File: src/rtl/intc_pkg.sv
package intc_pkg;
  localparam int unsigned REG_AW = 4;

  typedef enum logic [REG_AW-1:0] {
    OFS_STAT  = 4'd0,
    OFS_SET   = 4'd1,
    OFS_EN    = 4'd2,
    OFS_CRIT  = 4'd3,
    OFS_POL   = 4'd4,
    OFS_TRIG  = 4'd5,
    OFS_MSTAT = 4'd6,
    OFS_VEC   = 4'd7,
    OFS_VCFG  = 4'd8
  } reg_ofs_e;
endpackage

File: src/rtl/intc_rst_sync.sv
module intc_rst_sync (
  input  logic clk,
  input  logic rst_n,
  output logic rst_sync_n
);
  logic [1:0] sync_q;

  always_ff @(posedge clk or negedge rst_n) begin
    if (!rst_n) sync_q <= 2'b00;
    else        sync_q <= {sync_q[0], 1'b1};
  end

  assign rst_sync_n = sync_q[1];
endmodule

File: src/rtl/intc_src_latch.sv
module intc_src_latch #(
  parameter int unsigned N = 32
) (
  input  logic         clk,
  input  logic         rst_n,
  input  logic [N-1:0] src,
  input  logic [N-1:0] trig,
  input  logic         clr_we,
  input  logic [N-1:0] clr_val,
  input  logic         set_we,
  input  logic [N-1:0] set_val,
  output logic [N-1:0] status,
  output logic [N-1:0] src_prev
);
  logic [N-1:0] status_q, status_d;
  logic [N-1:0] lvl_q, lvl_d;
  logic [N-1:0] prev_q;
  logic [N-1:0] base;

  always_comb begin
    base = status_q;
    if (clr_we) base = (base & ~clr_val) | lvl_q;
    if (set_we) base = base | set_val;
    for (int b = 0; b < N; b++) begin
      status_d[b] = base[b];
      lvl_d[b]    = lvl_q[b];
      if (trig[b]) begin
        if (src[b] && !prev_q[b]) status_d[b] = 1'b1;
      end else begin
        lvl_d[b] = src[b];
        if (src[b] != prev_q[b]) status_d[b] = src[b];
      end
    end
  end

  always_ff @(posedge clk or negedge rst_n) begin
    if (!rst_n) begin
      status_q <= '0;
      lvl_q    <= '0;
      prev_q   <= '0;
    end else begin
      status_q <= status_d;
      lvl_q    <= lvl_d;
      prev_q   <= src;
    end
  end

  assign status   = status_q;
  assign src_prev = prev_q;
endmodule

File: src/rtl/intc_prio_vec.sv
module intc_prio_vec #(
  parameter int unsigned N         = 32,
  parameter int unsigned STRIDE_LG = 9
) (
  input  logic [N-1:0] pend,
  input  logic         dir_down,
  input  logic [N-1:0] base,
  output logic [N-1:0] vec
);
  localparam int unsigned IW = $clog2(N);

  logic          hit;
  logic [IW-1:0] idx;

  always_comb begin
    hit = 1'b0;
    idx = '0;
    for (int j = 0; j < N; j++) begin
      if (!hit && (dir_down ? pend[N-1-j] : pend[j])) begin
        hit = 1'b1;
        idx = IW'(j);
      end
    end
  end

  assign vec = hit ? ({base[N-1:2], 2'b00} + (N'(idx) << STRIDE_LG)) : '0;
endmodule

File: src/rtl/intc_unit.sv
module intc_unit #(
  parameter int unsigned NSRC      = 32,
  parameter bit          VEC_EN    = 1'b1,
  parameter int unsigned STRIDE_LG = 9
) (
  input  logic            clk,
  input  logic            rst_n,
  input  logic [3:0]      reg_addr,
  input  logic            reg_we,
  input  logic [NSRC-1:0] reg_wdata,
  output logic [NSRC-1:0] reg_rdata,
  input  logic [NSRC-1:0] irq_i,
  output logic            int_o,
  output logic            crit_o
);
  import intc_pkg::*;

  logic            rst_sync_n;
  logic [NSRC-1:0] src, src_prev, status;
  logic [NSRC-1:0] en_q, en_d, crit_q, crit_d, pol_q, pol_d, trig_q, trig_d;
  logic [NSRC-1:0] vcfg_q, vec;
  logic [NSRC-1:0] pend_n, pend_c;
  logic            wr_stat, wr_set, wr_en, wr_crit, wr_pol, wr_trig, wr_vcfg;

  intc_rst_sync u_rst (.clk(clk), .rst_n(rst_n), .rst_sync_n(rst_sync_n));

  for (genvar n = 0; n < NSRC; n++) begin : g_map
    assign src[NSRC-1-n] = irq_i[n];
  end

  assign wr_stat = reg_we && (reg_addr == OFS_STAT);
  assign wr_set  = reg_we && (reg_addr == OFS_SET);
  assign wr_en   = reg_we && (reg_addr == OFS_EN);
  assign wr_crit = reg_we && (reg_addr == OFS_CRIT);
  assign wr_pol  = reg_we && (reg_addr == OFS_POL);
  assign wr_trig = reg_we && (reg_addr == OFS_TRIG);
  assign wr_vcfg = reg_we && (reg_addr == OFS_VCFG);

  intc_src_latch #(.N(NSRC)) u_latch (
    .clk(clk), .rst_n(rst_sync_n), .src(src), .trig(trig_q),
    .clr_we(wr_stat), .clr_val(reg_wdata),
    .set_we(wr_set), .set_val(reg_wdata),
    .status(status), .src_prev(src_prev)
  );

  always_comb begin
    en_d   = wr_en   ? reg_wdata : en_q;
    crit_d = wr_crit ? reg_wdata : crit_q;
    pol_d  = wr_pol  ? reg_wdata : pol_q;
    trig_d = wr_trig ? reg_wdata : trig_q;
  end

  always_ff @(posedge clk or negedge rst_sync_n) begin
    if (!rst_sync_n) begin
      en_q   <= '0;
      crit_q <= '0;
      pol_q  <= '0;
      trig_q <= '0;
    end else begin
      en_q   <= en_d;
      crit_q <= crit_d;
      pol_q  <= pol_d;
      trig_q <= trig_d;
    end
  end

  assign pend_n = status & en_q & ~crit_q;
  assign pend_c = status & en_q & crit_q;
  assign int_o  = |pend_n;
  assign crit_o = |pend_c;

  if (VEC_EN) begin : g_vec
    logic [NSRC-1:0] vcfg_d;

    always_comb begin
      vcfg_d = vcfg_q;
      if (wr_vcfg) vcfg_d = reg_wdata & ~NSRC'(2);
    end

    always_ff @(posedge clk or negedge rst_sync_n) begin
      if (!rst_sync_n) vcfg_q <= '0;
      else             vcfg_q <= vcfg_d;
    end

    intc_prio_vec #(.N(NSRC), .STRIDE_LG(STRIDE_LG)) u_vec (
      .pend(pend_c), .dir_down(vcfg_q[0]), .base(vcfg_q), .vec(vec)
    );
  end else begin : g_novec
    assign vcfg_q = '0;
    assign vec    = '0;
  end

  always_comb begin
    case (reg_addr)
      OFS_STAT, OFS_SET: reg_rdata = status;
      OFS_EN:            reg_rdata = en_q;
      OFS_CRIT:          reg_rdata = crit_q;
      OFS_POL:           reg_rdata = pol_q;
      OFS_TRIG:          reg_rdata = trig_q;
      OFS_MSTAT:         reg_rdata = status & en_q;
      OFS_VEC:           reg_rdata = vec;
      OFS_VCFG:          reg_rdata = vcfg_q;
      default:           reg_rdata = '0;
    endcase
  end
endmodule

File: config.mk
export PLATFORM = sky130hd
export DESIGN_NAME = intc_unit
export DESIGN_NICKNAME = d
export VERILOG_FILES = /design/src/rtl/intc_pkg.sv /design/src/rtl/intc_rst_sync.sv /design/src/rtl/intc_src_latch.sv /design/src/rtl/intc_prio_vec.sv /design/src/rtl/intc_unit.sv
export SDC_FILE = /design/constraint.sdc
export NUM_CORES = 1
export LEC_CHECK = 0
export ABC_AREA = 1
export BUFFER_PORTS_ARGS = -buffer_cell sky130_fd_sc_hd__buf_2
export CAP_MARGIN = 20
export CORE_MARGIN = 3
export CORE_UTILIZATION = 35
export DETAILED_ROUTE_END_ITERATION = 16
export PLACE_DENSITY_LB_ADDON = 0.15
export SETUP_SLACK_MARGIN = 0.5
export SKIP_CTS_REPAIR_TIMING = 1
export SLEW_MARGIN = 15
export SYNTH_ARGS = -nofsm -noshare
export SYNTH_HDL_FRONTEND = slang
export SYNTH_HIERARCHICAL = 1
export SYNTH_SLANG_ARGS = --single-unit
export TNS_END_PERCENT = 50
File: constraint.sdc
create_clock -name clk -period 9.54 [get_ports clk]
set_clock_uncertainty 0.2 [all_clocks]
set_input_delay 0.477 -clock clk [delete_from_list [all_inputs] [get_ports clk]]
set_output_delay 0.477 -clock clk [all_outputs]
set_load 0.05 [all_outputs]
# Yosys cells after proc, flatten, opt, wreduce, memory -nomap -nowiden
# Index checks and enable logic that the tools add are counted.
# W data, S select, Z words.
totals:
  inputBits: 71
  elab_cells: 421
  regBits: 257
op_classes:
  n_mux: 195
  bitwise: 8
  addsub: 1
  n_eq_ne: 40
  reduce_logical: 137
op_table:
  columns: ["op", "count"]
  rows:
  - ["$pmux W32 S8", 1]
  - ["$mux W1", 161]
  - ["$and A32 B32 Y32", 4]
  - ["$mux W32", 3]
  - ["$mux W5", 16]
  - ["$logic_and A1 B1 Y1", 70]
  - ["$not A32 Y32", 2]
  - ["$or A32 B32 Y32", 2]
  - ["$reduce_or A32 Y1", 2]
  - ["$logic_not A1 Y1", 63]
  - ["$add A32 B14 Y32", 1]
  - ["$mux W4", 8]
  - ["$ne A1 B1 Y1", 32]
  - ["$eq A4 B3 Y1 const B", 4]
  - ["$mux W3", 4]
  - ["$eq A4 B2 Y1 const B", 2]
  - ["$eq A4 B1 Y1 const B", 1]
  - ["$eq A4 B4 Y1 const B", 1]
  - ["$logic_not A4 Y1", 1]
  - ["$mux W2", 2]
  - ["$reduce_or A2 Y1", 1]

# Longest topological paths before layout
# Gate-level depths: netlist of run 1.
logic_depth:
  word_depth: 100
  ltp_mapped: 45

# Hierarchy
# The synthesis of run 1 kept the hierarchy.
by_module_without_submodules:
  columns: ["mod", "seq_area_each_um2", "instances", "area_per_inst_um2", "cells_each"]
  rows:
  - ["intc_unit", 3978.8, 1, 8364.3, 1187]
  - ["intc_src_latch", 2402.3, 1, 5007.3, 682]
  - ["intc_prio_vec", 0.0, 1, 1627.8, 325]
  - ["intc_rst_sync", 50.0, 1, 53.8, 3]

# Least setup slack after synthesis of run 1
# Ideal clock, no wire load.
synth_timing:
  path_kind: "reg-to-output"
  startpoint: "register en_q[1]"
  endpoint: "output reg_rdata[31]"
  arrival_time_ps: 5754
  path_buffers: 0
  required_time_ps: 8863
  setup_slack_ps: 3109
  stages_incl_launch_ff: 45
  cell_sequence: "dfrtp_1 > nand3_1 > inv_1 > inv_1 > nand2_1 > nand2_1 > nand2_1 > nor2_1 > nand4_1 > nor2_2 > nand4_1 > nor2_2 > nand4_2 > nor2_2 > nand4_1 > nor2_2 > nand4_1 > nor2_1 > [... 9 more ...] > o31ai_1 > nand2_1 > a21oi_1 > nand2_1 > nor2_1 > nand3_1 > nor3_1 > nand3_1 > nor2_1 > nand4_1 > nor2_1 > nand3_1 > xor2_1 > nor2_1 > nand2_1 > nand2_1 > a21oi_1 > nand2_1"
synth_via:
  elab_chain_len: 98
synth_rtl:
  columns: ["item", "line_no", "source"]
  rows:
  - ["start, declared", "intc_unit.sv:20", "logic [NSRC-1:0] en_q, en_d, crit_q, crit_d, pol_q, pol_d, trig_q, trig_d;"]
  - ["start signal, assigned", "intc_unit.sv:60", "en_q <= en_d;"]
  - ["$and A32 B32 Y32 * (2 in a row)", "intc_unit.sv:68", "assign pend_c = status & en_q & crit_q;"]
  - ["net pend_c[1]", "intc_unit.sv:22", "logic [NSRC-1:0] pend_n, pend_c;"]
  - ["$mux W1", "intc_prio_vec.sv:19", "if (!hit && (dir_down ? pend[N-1-j] : pend[j])) begin"]
  - ["$logic_and A1 B1 Y1", "intc_prio_vec.sv:19", null]
  - ["$mux W1", "intc_prio_vec.sv:19", null]
  - ["$logic_not A1 Y1", "intc_prio_vec.sv:19", null]
  - ["$logic_and A1 B1 Y1", "intc_prio_vec.sv:19", null]
  - ["$mux W1", "intc_prio_vec.sv:19", null]
  - ["[... 83 more ...]", null, null]
  - ["$mux W1", "intc_prio_vec.sv:19", null]
  - ["$logic_not A1 Y1", "intc_prio_vec.sv:19", null]
  - ["$logic_and A1 B1 Y1", "intc_prio_vec.sv:19", null]
  - ["$mux W5", "intc_prio_vec.sv:19", null]
  - ["$add A32 B14 Y32", "intc_prio_vec.sv:26", "assign vec = hit ? ({base[N-1:2], 2'b00} + (N'(idx) << STRIDE_LG)) : '0;"]
  - ["$mux W32 *", "intc_prio_vec.sv:26", null]
  - ["net vec[31]", "intc_unit.sv:21", "logic [NSRC-1:0] vcfg_q, vec;"]
  - ["$pmux W32 S8 *", "intc_unit.sv:94", "case (reg_addr)"]
  - ["end, declared", "intc_unit.sv:11", "output logic [NSRC-1:0] reg_rdata,"]
# The timed path passes the listed nets; every way through them passes the cells marked *.

# Final worst setup path of run 1
layout_timing:
  startpoint: "register vcfg_q[0]"
  endpoint: "output reg_rdata[31]"
layout_via:
  elab_chain_len: 98
layout_rtl:
  columns: ["item", "line_no", "source"]
  rows:
  - ["start, declared", "intc_unit.sv:21", null]
  - ["start signal, assigned", "intc_unit.sv:82", "else vcfg_q <= vcfg_d;"]
  - ["$mux W1 (2 in a row)", "intc_prio_vec.sv:19", null]
  - ["$logic_not A1 Y1", "intc_prio_vec.sv:19", null]
  - ["$logic_and A1 B1 Y1", "intc_prio_vec.sv:19", null]
  - ["$mux W1", "intc_prio_vec.sv:19", null]
  - ["$logic_not A1 Y1", "intc_prio_vec.sv:19", null]
  - ["$logic_and A1 B1 Y1", "intc_prio_vec.sv:19", null]
  - ["$mux W1", "intc_prio_vec.sv:19", null]
  - ["$logic_not A1 Y1", "intc_prio_vec.sv:19", null]
  - ["[... 82 more ...]", null, null]
  - ["$mux W1", "intc_prio_vec.sv:19", null]
  - ["$logic_not A1 Y1", "intc_prio_vec.sv:19", null]
  - ["$logic_and A1 B1 Y1", "intc_prio_vec.sv:19", null]
  - ["$mux W5", "intc_prio_vec.sv:19", null]
  - ["$add A32 B14 Y32", "intc_prio_vec.sv:26", null]
  - ["$mux W32 *", "intc_prio_vec.sv:26", null]
  - ["net vec[31]", "intc_unit.sv:21", null]
  - ["$pmux W32 S8 *", "intc_unit.sv:94", null]
# Marks and branches as above.

==> metrics.md, run 1 <==
| Metric | Value |
|---|---|
| Status | `complete, no violations` |
| Final core utilization | `~41%` |
| Most frequent cells in the layout | `909 x nand2_1, 256 x dfrtp_1, 255 x inv_1` |
| CP Class | `flip-flop to output port` |
| Slew Limit Headroom | `25.6%` |
| Hold Slack | `35.7 ps` |
| Via density | `between 4 and 5` |
| Worst Hold End | `u_latch/status[22]` |
| Worst EP required | `around 9000 ps` |
| Worst path slowest cell | `fa_1` |
| HP Class | `input pin to flip-flop` |
| Largest net degree at the start of global routing | `between 70 and 80` |
| Setup-failing EPs final | `0` |
| Worst-Skew Late Latency | `roughly 570 ps` |
| DIE AREA | `around 46000 um^2` |
| Reg2reg path depth | `2` |
| Setup Total Neg Slack | `0 ps` |
| Share of post-route cells with drive strength above 1 | `between 9 and 10%` |
| Post-route DRC violation count | `0` |
| Die Ht | `about 210 um` |
| Vias | `approximately 14000` |
| Diode count | `0` |
| Sink Count | `257` |
| Kind of start point of the critical path | `flip-flop` |
| Synthesized area per cell | `around 6.9 um^2` |
| Design Area, Final | `around 17000 um^2` |
| Syn Inst Count | `2196` |
| Crit path DAT | `approximately 7600 ps` |
| Reg2reg end | `pol_q[14]` |
| CORE AREA | `roughly 42000 um^2` |
| Die width | `between 200 and 250 um` |
| Vias in the first global route | `around 13000` |
| Worst slew pin tran | `between 1000 and 1500 ps` |
| Rows | `75` |
| Wire length per cell | `about 15 um` |
| Routability cong. | `roughly 0.86` |
| Final worst path period need | `approximately 8200 ps` |
| CTS buffer count | `31` |
| Netlist Area Pre-Place | `roughly 15000 um^2` |
| # Max-Cap Violations | `0` |
| RSZ-0062 raised after global routing | `false` |
| P_leak | `about 9.3 nW` |
| Layout fillers | `4413` |
| Total gr overflow | `0` |
| VDD IR-drop max | `134 uV` |
| Final worst path period share | `a little under nine tenths` |
| Max Clk Rate | `between 0.1 and 0.15 GHz` |
| Post-DP HPWL | `~28 mm` |
| Worst path max stage delay | `~420 ps` |
| Pwr dens | `between 200 and 250 nW/um^2` |
| Fin. Hold Viols | `0` |
| Cell mode on critical path | `nand2_1` |
| R2R Path Start | `u_rst/sync_q[1]` |
| Final Max Slew Viols | `0` |
| Most common cell after layout, fill and taps aside | `nand2_1` |
| Final #Nets | `2420` |
| Crit path capture type | `output port` |
| Tot Pwr | `3.62 mW` |
| Clock Root Buffer | `clkbuf_16` |
| Pre-antenna DRT Iters | `6` |
| Placement Cell Area | `16000 um^2` |
| Clock-pin slew on the worst setup and hold paths | `around 60 ps` |
| Initial antenna violation count | `0` |
| Final WL | `42.7 mm` |
| Synth-to-Final Area Change | `16.0%` |
| Yosys Warn Count | `6` |
| First-pass GRT wire length | `about 69 mm` |
| # H-tree levels | `1` |
| Clk buf depth | `3` |
| Critical-path maximum fanout | `49` |
| R2R Setup Slk | `roughly 6700 ps` |
| Hold Crit Start | `reg_wdata[22]` |
| Starting Density | `about 36%` |
| Hold Path Stages | `5` |
| IO Count | `between 100 and 150` |
| First DRT Iteration DRCs | `roughly 1000` |
| ANT nets after route | `0` |
| IO Port Bufs | `roughly 100` |
| CTS tree | `built` |
| All-Layer GR Usage | `18.8%` |
layer usage:
metal | track usage [%] | vias to the layer above | share of wire (%)
met4 | 4.06 | 0 | 2.2
li1 | - | 7127 | -
met2 | 31.4 | 244 | 47
met1 | 26.4 | 6389 | 47
met5 | 0 | - | 0
met3 | 2.50 | 62 | 3.8
stage by stage:
| step | std cells | setup slack (ps) |
|---|---|---|
| detailed placement | 2777 | 1560 |
| global route | 2872 | 533 |
| finish | 2872 | 1300 |
| floorplan | 2197 | 1650 |
| global placement | 2777 | 1750 |
| CTS | 2833 | 921 |
worst max-delay path: cells and delay by family (launching register included):
family          cells  cell delay [ps]
simple gates       34             4360
buf+inv             5              890
fa+ha+maj           2              590
compound gates      3              570
flops               1              370
xor+xnor            1              160
how the worst max path moves through the flow:
stage / to / cells after the start / startpoint
after global routing: reg_rdata[31] / 45 / vcfg_q[0]
after global placement: reg_rdata[31] / 41 / vcfg_q[0]
after floorplan: crit_q[0] / 0 / u_rst/sync_q[1]
after detailed placement: reg_rdata[31] / 44 / vcfg_q[0]
final: reg_rdata[31] / 45 / vcfg_q[0]
after CTS: reg_rdata[31] / 44 / vcfg_q[0]
state kept, by name, indices dropped and copies added (netlist names):
| register | cells |
|---|---|
| u_latch/src_prev | 32 |
| u_rst/sync_q | 2 |
| u_latch/status | 32 |
| trig_q | 32 |
| u_latch/lvl_q | 32 |
| vcfg_q | 31 |
| pol_q | 32 |
| en_q | 32 |
| crit_q | 32 |
area by class of cell:
| cell class | instances | area (um^2) | area share [%] |
|---|---|---|---|
| clock buffers | 47 | 936 | 5.36 |
| clock inverters | 9 | 73.8 | 0.423 |
| inverters | 257 | 968 | 5.55 |
| multi-input cells | 1604 | 7320 | 42.0 |
| flip-flops and latches | 257 | 6430 | 36.9 |
| well taps | 539 | 674 | 3.86 |
| repair buffers | 159 | 1040 | 5.97 |
where the power goes:
group,internal (mW),switching (mW),leakage (nW)
registers,1.30,0.229,3.17
clock network,0.697,0.471,0.507
logic,0.329,0.590,5.57
total,2.33,1.29,9.26
(Power assumes the default switching activity.)
==> run 2, diff against run 1 <==
CTS_CLUSTER_DIAMETER = 120   (was unset)
GPL_TIMING_DRIVEN = 0   (was unset)
SYNTH_HIERARCHICAL = unset   (was 1)
==> run 2 against run 1 <==
Against the previous run:
- the run now ends with negative hold slack left
- synthesized area fell by 10%
- final cell count fell by 17%
- flip-flop and latch count did not move
- combinational power rose by 11%
- sequential share of layout area rose by 2.7 points
- routed wire length rose by 20%
- synthesized cell count fell by 24%
- global-route usage rose by 5.6 points
- critical path type unchanged
==> metrics.md, run 2 <==
| Metric | Value |
|---|---|
| Status | `finished with violations (was complete, no violations)` |
| Failing checks | `negative hold slack` |
| Total gr overflow | `0 (unchanged)` |
| Post-route DRC violation count | `0 (unchanged)` |
| Setup Total Neg Slack | `0 ps (unchanged)` |
| Synthesized area per cell | `8.10 um^2 (was 6.85 um^2)` |
| Syn Inst Count | `1671 (was 2196)` |
| Setup-failing EPs final | `0 (unchanged)` |
| Top FF cell, synth | `dfrtp_1` |
| Worst slew pin tran | `1140 ps (was 1110 ps)` |
| EDFF count, synth | `0` |
| Most frequent cells in the layout | `323 x nand2_1, 256 x dfrtp_1, 222 x o21ai_0 (was 909 x nand2_1, 256 x dfrtp_1, 255 x inv_1)` |
| Fin. Hold Viols | `3 (was 0)` |
| Pre-antenna DRT Iters | `5 (was 6)` |
| P_leak | `7.65 nW (was 9.26 nW)` |
| Area share of the largest cell type after synthesis | `a little under half` |
| Starting Density | `35.7% (was 35.6%)` |
| Clk buf depth | `3 (unchanged)` |
| R2R Setup Slk | `7410 ps (was 6680 ps)` |
| Most common cell after layout, fill and taps aside | `nand2_1 (unchanged)` |
| Register area | `6430 um^2 (unchanged)` |
| HP Class | `input pin to flip-flop (unchanged)` |
| Vias in the first global route | `12219 (was 12921)` |
| Synth-to-Final Area Change | `20.0% (was 16.0%)` |
| Final Max Slew Viols | `0 (unchanged)` |
| Diode count | `0 (unchanged)` |
| Clock Root Buffer | `clkbuf_16 (unchanged)` |
| Most common cell in the netlist | `nand2_1` |
| Kind of start point of the critical path | `flip-flop (unchanged)` |
| Pwr dens | `228 nW/um^2 (was 207 nW/um^2)` |
| Post-DP HPWL | `36.3 mm (was 28.2 mm)` |
| Worst EP required | `8860 ps (about the same)` |
| Sequential share of the synthesized area | `~47%` |
| Placement Cell Area | `14800 um^2 (was 16000 um^2)` |
| All-Layer GR Usage | `24.5% (was 18.8%)` |
| Cell mode on critical path | `nor2_4 (was nand2_1)` |
| ANT nets after route | `0 (unchanged)` |
| Synth top area cells | `dfrtp_1 47%, nand2_1 9.0%, o21ai_0 8.2%` |
| VDD IR-drop max | `143 uV (was 134 uV)` |
| Worst path max stage delay | `460 ps (was 420 ps)` |
| Yosys Warn Count | `0 (was 6)` |
| Slew Limit Headroom | `23.9% (was 25.6%)` |
| Clock-pin slew on the worst setup and hold paths | `60 ps (about the same)` |
| IO Port Bufs | `104 (unchanged)` |
| Die width | `203 um (was 213 um)` |
| Layout fillers | `3922 (was 4413)` |
| Synth async-reset ratio | `between 90% and 100%` |
| Share of post-route cells with drive strength above 1 | `9.95% (was 9.00%)` |
| Tot Pwr | `3.71 mW (was 3.62 mW)` |
| FF+latch count, synth | `257` |
| RSZ-0062 raised after global routing | `false (unchanged)` |
| CP Class | `flip-flop to output port (unchanged)` |
| Critical-path maximum fanout | `5 (was 49)` |
| Die Ht | `203 um (was 213 um)` |
| CTS buffer count | `30 (was 31)` |
| First-pass GRT wire length | `76.2 mm (was 68.9 mm)` |
| # H-tree levels | `1 (unchanged)` |
| # Max-Cap Violations | `0 (unchanged)` |
| CTS tree | `built (unchanged)` |
| IO Count | `105 (unchanged)` |
| Crit path capture type | `output port (unchanged)` |
| Via density | `5.38 (was 4.81)` |
| Hold Slack | `-15.3 ps (was 35.7 ps)` |
| Final WL | `51.1 mm (was 42.7 mm)` |
| Final #Nets | `1967 (was 2420)` |
| Max Clk Rate | `0.125 GHz (was 0.121 GHz)` |
| Final worst path period share | `83.7% (was 86.3%)` |
| Initial antenna violation count | `0 (unchanged)` |
| Largest net degree at the start of global routing | `56 (was 73)` |
| Rows | `71 (was 75)` |
| Vias | `12872 (was 13822)` |
| Wire length per cell | `21.4 um (was 14.9 um)` |
| Crit path DAT | `7310 ps (was 7560 ps)` |
| Area occupied by multi-input gates | `6050 um^2 (was 7320 um^2)` |
| First DRT Iteration DRCs | `1108 (was 1027)` |
| Sink Count | `257 (unchanged)` |
| Post-synthesis cell type count | `just over 50` |
| Routability cong. | `0.943 (was 0.865)` |
| DIE AREA | `41100 um^2 (was 45500 um^2)` |
| Area leader, netlist | `dfrtp_1` |
| Syn_nets | `1781` |
| Worst path slowest cell | `dfrtp_1 (was fa_1)` |
| Top cells by count, synth | `323 x nand2_1, 257 x dfrtp_1, 222 x o21ai_0` |
| Netlist Area Pre-Place | `13500 um^2 (was 15000 um^2)` |
| Final worst path period need | `7990 ps (was 8240 ps)` |
| Worst-Skew Late Latency | `570 ps (about the same)` |
| Design Area, Final | `16200 um^2 (was 17500 um^2)` |
| CORE AREA | `37900 um^2 (was 42200 um^2)` |
-- run 2: cells by family (layout without fill, tap and decap cells) --
family	after synthesis	in the layout	synth area share [%]
and+or+nand+nor	570	570	18.0
AOI/OAI and AO/OA	509	509	22.0
buffers and inverters	279	488	7.84
DFF	257	257	47.5
adders and majority gates	39	39	3.66
xor gates and xnor gates	15	15	0.970
other	1	1	0.0277
muxes	1	1	0.0739
-- run 2: layer usage --
metal	global-route usage, %	wire length [um]	vias up
li1	-	-	6075
met1	34.0	22600	6256
met2	38.5	22900	438
met3	3.80	3260	103
met4	9.48	2330	0
met5	0	0	-
-- run 2: final timing paths --
check,startpoint,end,depth (start not counted)
max in group asynchronous,u_rst.sync_q[1],crit_q[3],2
worst min-delay path,reg_wdata[3],trig_q[3],3
min in group asynchronous,u_rst.sync_q[1],u_latch.src_prev[20],0
worst max-delay path,u_latch.status[28],reg_rdata[31],40
worst min register to register,u_rst.sync_q[0],u_rst.sync_q[1],0
worst max register to register,vcfg_q[0],vcfg_q[0],6
-- run 2: per-stage QoR --
stage	std cells	setup slack [ps]	util [%]
3_5_place_dp	2292	2210	39.1
4_1_cts	2347	1560	41.7
2_1_floorplan	1671	1650	-
6_report	2391	1550	42.8
5_1_grt	2391	1070	42.8
3_3_place_gp	2286	-2040	38.8
-- run 2: cell type report --
class / count / share of cell area, %
Buffer: 64 / 1.59
Clock buffer: 47 / 5.57
Clock inverter: 8 / 0.354
Inverter: 215 / 4.97
Multi-Input combinational cell: 1135 / 37.3
Sequential cell: 257 / 39.6
Tap cell: 511 / 3.94
Timing Repair Buffer: 154 / 6.73
-- run 2: critical path, delay by kind of cell (launching register included) --
kind            cells  cell delay, ps
flops               1             460
compound gates      2             450
xor+xnor            1             160
simple gates       31            4540
buf+inv             4             490
fa+ha+maj           2             610
-- run 2: where the power goes --
part	internal, mW	switching (mW)	leakage (nW)
Combinational	0.358	0.663	4.09
Sequential	1.33	0.230	3.09
Clock	0.648	0.479	0.475
==> run 3, diff against run 2 <==
clock period = 8.1 ns   (was 9.54 ns; I/O delays follow)
==> run 3 against run 2 <==
Against the previous run:
- the flow still finishes with violations (negative hold slack)
- combinational power is 21% higher
- sequential share of layout area is 0.96 points lower
- sequential power is 19% higher
- total power is 20% higher
- count of clock-buffer cells in the layout is 5 lower
- die area stayed put
- register-to-register slack worse by 1400 ps
- largest cell class unchanged
- highest routed layer unchanged
==> metrics.md, run 3 (same netlist as run 2, synthesis figures left out) <==
| Metric | Value |
|---|---|
| First DRT Iteration DRCs | `1158 (was 1108)` |
| VDD IR-drop max | `151 uV (was 143 uV)` |
| Metal3 WL | `3.74 mm (was 3.26 mm)` |
| Setup-failing EPs final | `0 (unchanged)` |
| Register area | `6440 um^2 (was 6430 um^2)` |
| Metal-1 WL | `22.3 mm (was 22.6 mm)` |
| Worst path max stage delay | `450 ps (was 460 ps)` |
| Status | `finished with violations (unchanged)` |
| NetSw | `1.63 mW (was 1.37 mW)` |
| IO Count | `105 (unchanged)` |
| Failing checks | `negative hold slack (unchanged)` |
| Final worst path period share | `between 80% and 90%` |
| Worst slew pin tran | `1190 ps (was 1140 ps)` |
| Area occupied by multi-input gates | `6160 um^2 (was 6050 um^2)` |
| Sink Count | `257 (unchanged)` |
| Routability cong. | `0.952 (was 0.943)` |
| Pre-antenna DRT Iters | `7 (was 5)` |
| Rows | `71 (unchanged)` |
| Largest net degree at the start of global routing | `57 (was 56)` |
| Post-route DRC violation count | `0 (unchanged)` |
| Clock Root Buffer | `clkbuf_16 (unchanged)` |
| Setup Total Neg Slack | `0 ps (unchanged)` |
| Met2 WL | `23.1 mm (was 22.9 mm)` |
| RSZ-0062 raised after global routing | `false (unchanged)` |
| Total gr overflow | `0 (unchanged)` |
| Synth-to-Final Area Change | `23.0% (was 20.0%)` |
| Final WL | `50.8 mm (was 51.1 mm)` |
| Crit path DAT | `6630 ps (was 7310 ps)` |
| Final core utilization | `43.9% (was 42.8%)` |
| Max Clk Rate | `between 0.1 and 0.15 GHz` |
| Layout fillers | `3921 (was 3922)` |
| Cell mode on critical path | `nor2_4 (unchanged)` |
| Via density | `5.41 (was 5.38)` |
| Post-DP HPWL | `36.1 mm (was 36.3 mm)` |
| Total internal power | `2.81 mW (was 2.34 mW)` |
| Critical-path maximum fanout | `5 (unchanged)` |
| IO Port Bufs | `104 (unchanged)` |
| # Max-Cap Violations | `0 (unchanged)` |
| Most frequent cells in the layout | `320 x nand2_1, 254 x dfrtp_1, 221 x o21ai_0 (was 323 x nand2_1, 256 x dfrtp_1, 222 x o21ai_0)` |
| Fin cells | `2417 (was 2391)` |
| Final #Nets | `1994 (was 1967)` |
| P_leak | `7.79 nW (was 7.65 nW)` |
| Final worst path period need | `7240 ps` |
| Vias | `13064 (was 12872)` |
| Starting Density | `35.7% (unchanged)` |
| DIE AREA | `41100 um^2 (unchanged)` |
| Vias in the first global route | `12259 (was 12219)` |
| CP Class | `flip-flop to output port (unchanged)` |
| # H-tree levels | `1 (unchanged)` |
| Fin. Hold Viols | `3 (unchanged)` |
| CTS tree | `built (unchanged)` |
| Kind of start point of the critical path | `flip-flop (unchanged)` |
| Initial antenna violation count | `0 (unchanged)` |
| Clock-pin slew on the worst setup and hold paths | `60 ps (about the same)` |
| Wire length per cell | `21.0 um (was 21.4 um)` |
| Worst-Skew Late Latency | `580 ps (was 570 ps)` |
| Die width | `203 um (unchanged)` |
| CTS buffer count | `30 (unchanged)` |
| Crit path capture type | `output port (unchanged)` |
| Sw Ratio | `36.6% (was 37.0%)` |
| Clock power share | `30.7% (was 30.4%)` |
| Share of post-route cells with drive strength above 1 | `11.5% (was 9.95%)` |
| Final Max Slew Viols | `0 (unchanged)` |
| Seq pwr share | `41.6% (was 42.1%)` |
| Die Ht | `203 um (unchanged)` |
| HP Class | `input pin to flip-flop (unchanged)` |
| Gate power share | `27.7% (was 27.5%)` |
| CORE AREA | `37900 um^2 (unchanged)` |
| Most common cell after layout, fill and taps aside | `nand2_1 (unchanged)` |
| Pwr dens | `267 nW/um^2 (was 228 nW/um^2)` |
| First-pass GRT wire length | `75.7 mm (was 76.2 mm)` |
| Worst path slowest cell | `dfrtp_1 (unchanged)` |
| Placed insts | `2292 (unchanged)` |
| Max layer used | `met4 (unchanged)` |
| Hold Slack | `-37.4 ps (was -15.3 ps)` |
| All-Layer GR Usage | `24.3% (was 24.5%)` |
| ANT nets after route | `0 (unchanged)` |
| Slew Limit Headroom | `20.8% (was 23.9%)` |
| Worst EP required | `7500 ps (was 8860 ps)` |
| Clk buf depth | `3 (unchanged)` |
## run 3: changes by cell type in the layout (fill, tap and decap cells not counted), moves of 3 or more
| cell | previous run | this run |
|---|---|---|
| buf_4 | 0 | 9 |
| dlygate4sd3_1 | 44 | 61 |
| nand2_1 | 323 | 320 |
| nand2_2 | 2 | 5 |
| nand3_1 | 42 | 32 |
| nand3_2 | 0 | 10 |
## run 3: worst paths after layout
| path | start | to | slack [ps] | cells after the start |
|---|---|---|---|---|
| max | u_latch.status[29] | reg_rdata[31] | 860 | 40 |
| min | reg_wdata[20] | u_latch.status[20] | -40 | 3 |
| max reg2reg | vcfg_q[0] | vcfg_q[0] | 6030 | 6 |
| min reg2reg | u_rst.sync_q[1] | u_latch.src_prev[20] | 50 | 0 |
| max in group asynchronous | u_rst.sync_q[1] | vcfg_q[0] | 6680 | 2 |
| min in group asynchronous | u_rst.sync_q[1] | u_latch.src_prev[20] | 50 | 0 |
## run 3: stage by stage
step	hold slack (ps)	cell area (um^2)	total power, mW	worst slack (ps)
after floorplan	-90.6	13500	2.65	1740
after global placement	-8.66	14700	3.00	870
after detailed placement	-5.93	14900	3.03	845
after CTS	-627	15800	4.41	220
after global routing	12.3	16700	4.72	521
final	-37.4	16700	4.44	860
## run 3: worst max-delay path, delay by kind of cell, from the launching register on
kind                     cells  cell delay, ps
AND/OR/NAND/NOR             31            3990
XOR/XNOR                     1             160
buffers and inverters        4             430
flip-flops                   1             450
AO/OA/AOI/OAI                2             470
adder cells (fa/ha/maj)      2             540
## run 3: layer usage
metal  vias to the layer above  global-route usage, %
li1                       6134                      -
met1                      6340                   34.2
met2                       502                   38.4
met3                        88                   4.06
met4                         0                   7.84
met5                         -                      0
## run 3: power groups by stage
stage / clock network [mW] / logic (mW) / registers [mW]
global route: 1.44 / 1.39 / 1.89
finish: 1.36 / 1.23 / 1.85
floorplan: 0 / 0.866 / 1.78
CTS: 1.39 / 1.19 / 1.83
global placement: 0 / 1.13 / 1.87
detailed placement: 0 / 1.18 / 1.85
## run 3: final cells by class
cell class              instances  share of cell area, %
flip-flops and latches        257                   38.6
multi-input cells            1135                   37.0
repair buffers                181                   8.19
clock buffers                  42                   5.20
inverters                     215                   4.84
well taps                     511                   3.84
plain buffers                  64                   1.54
clock inverters                11                  0.729
diodes                          1                 0.0150
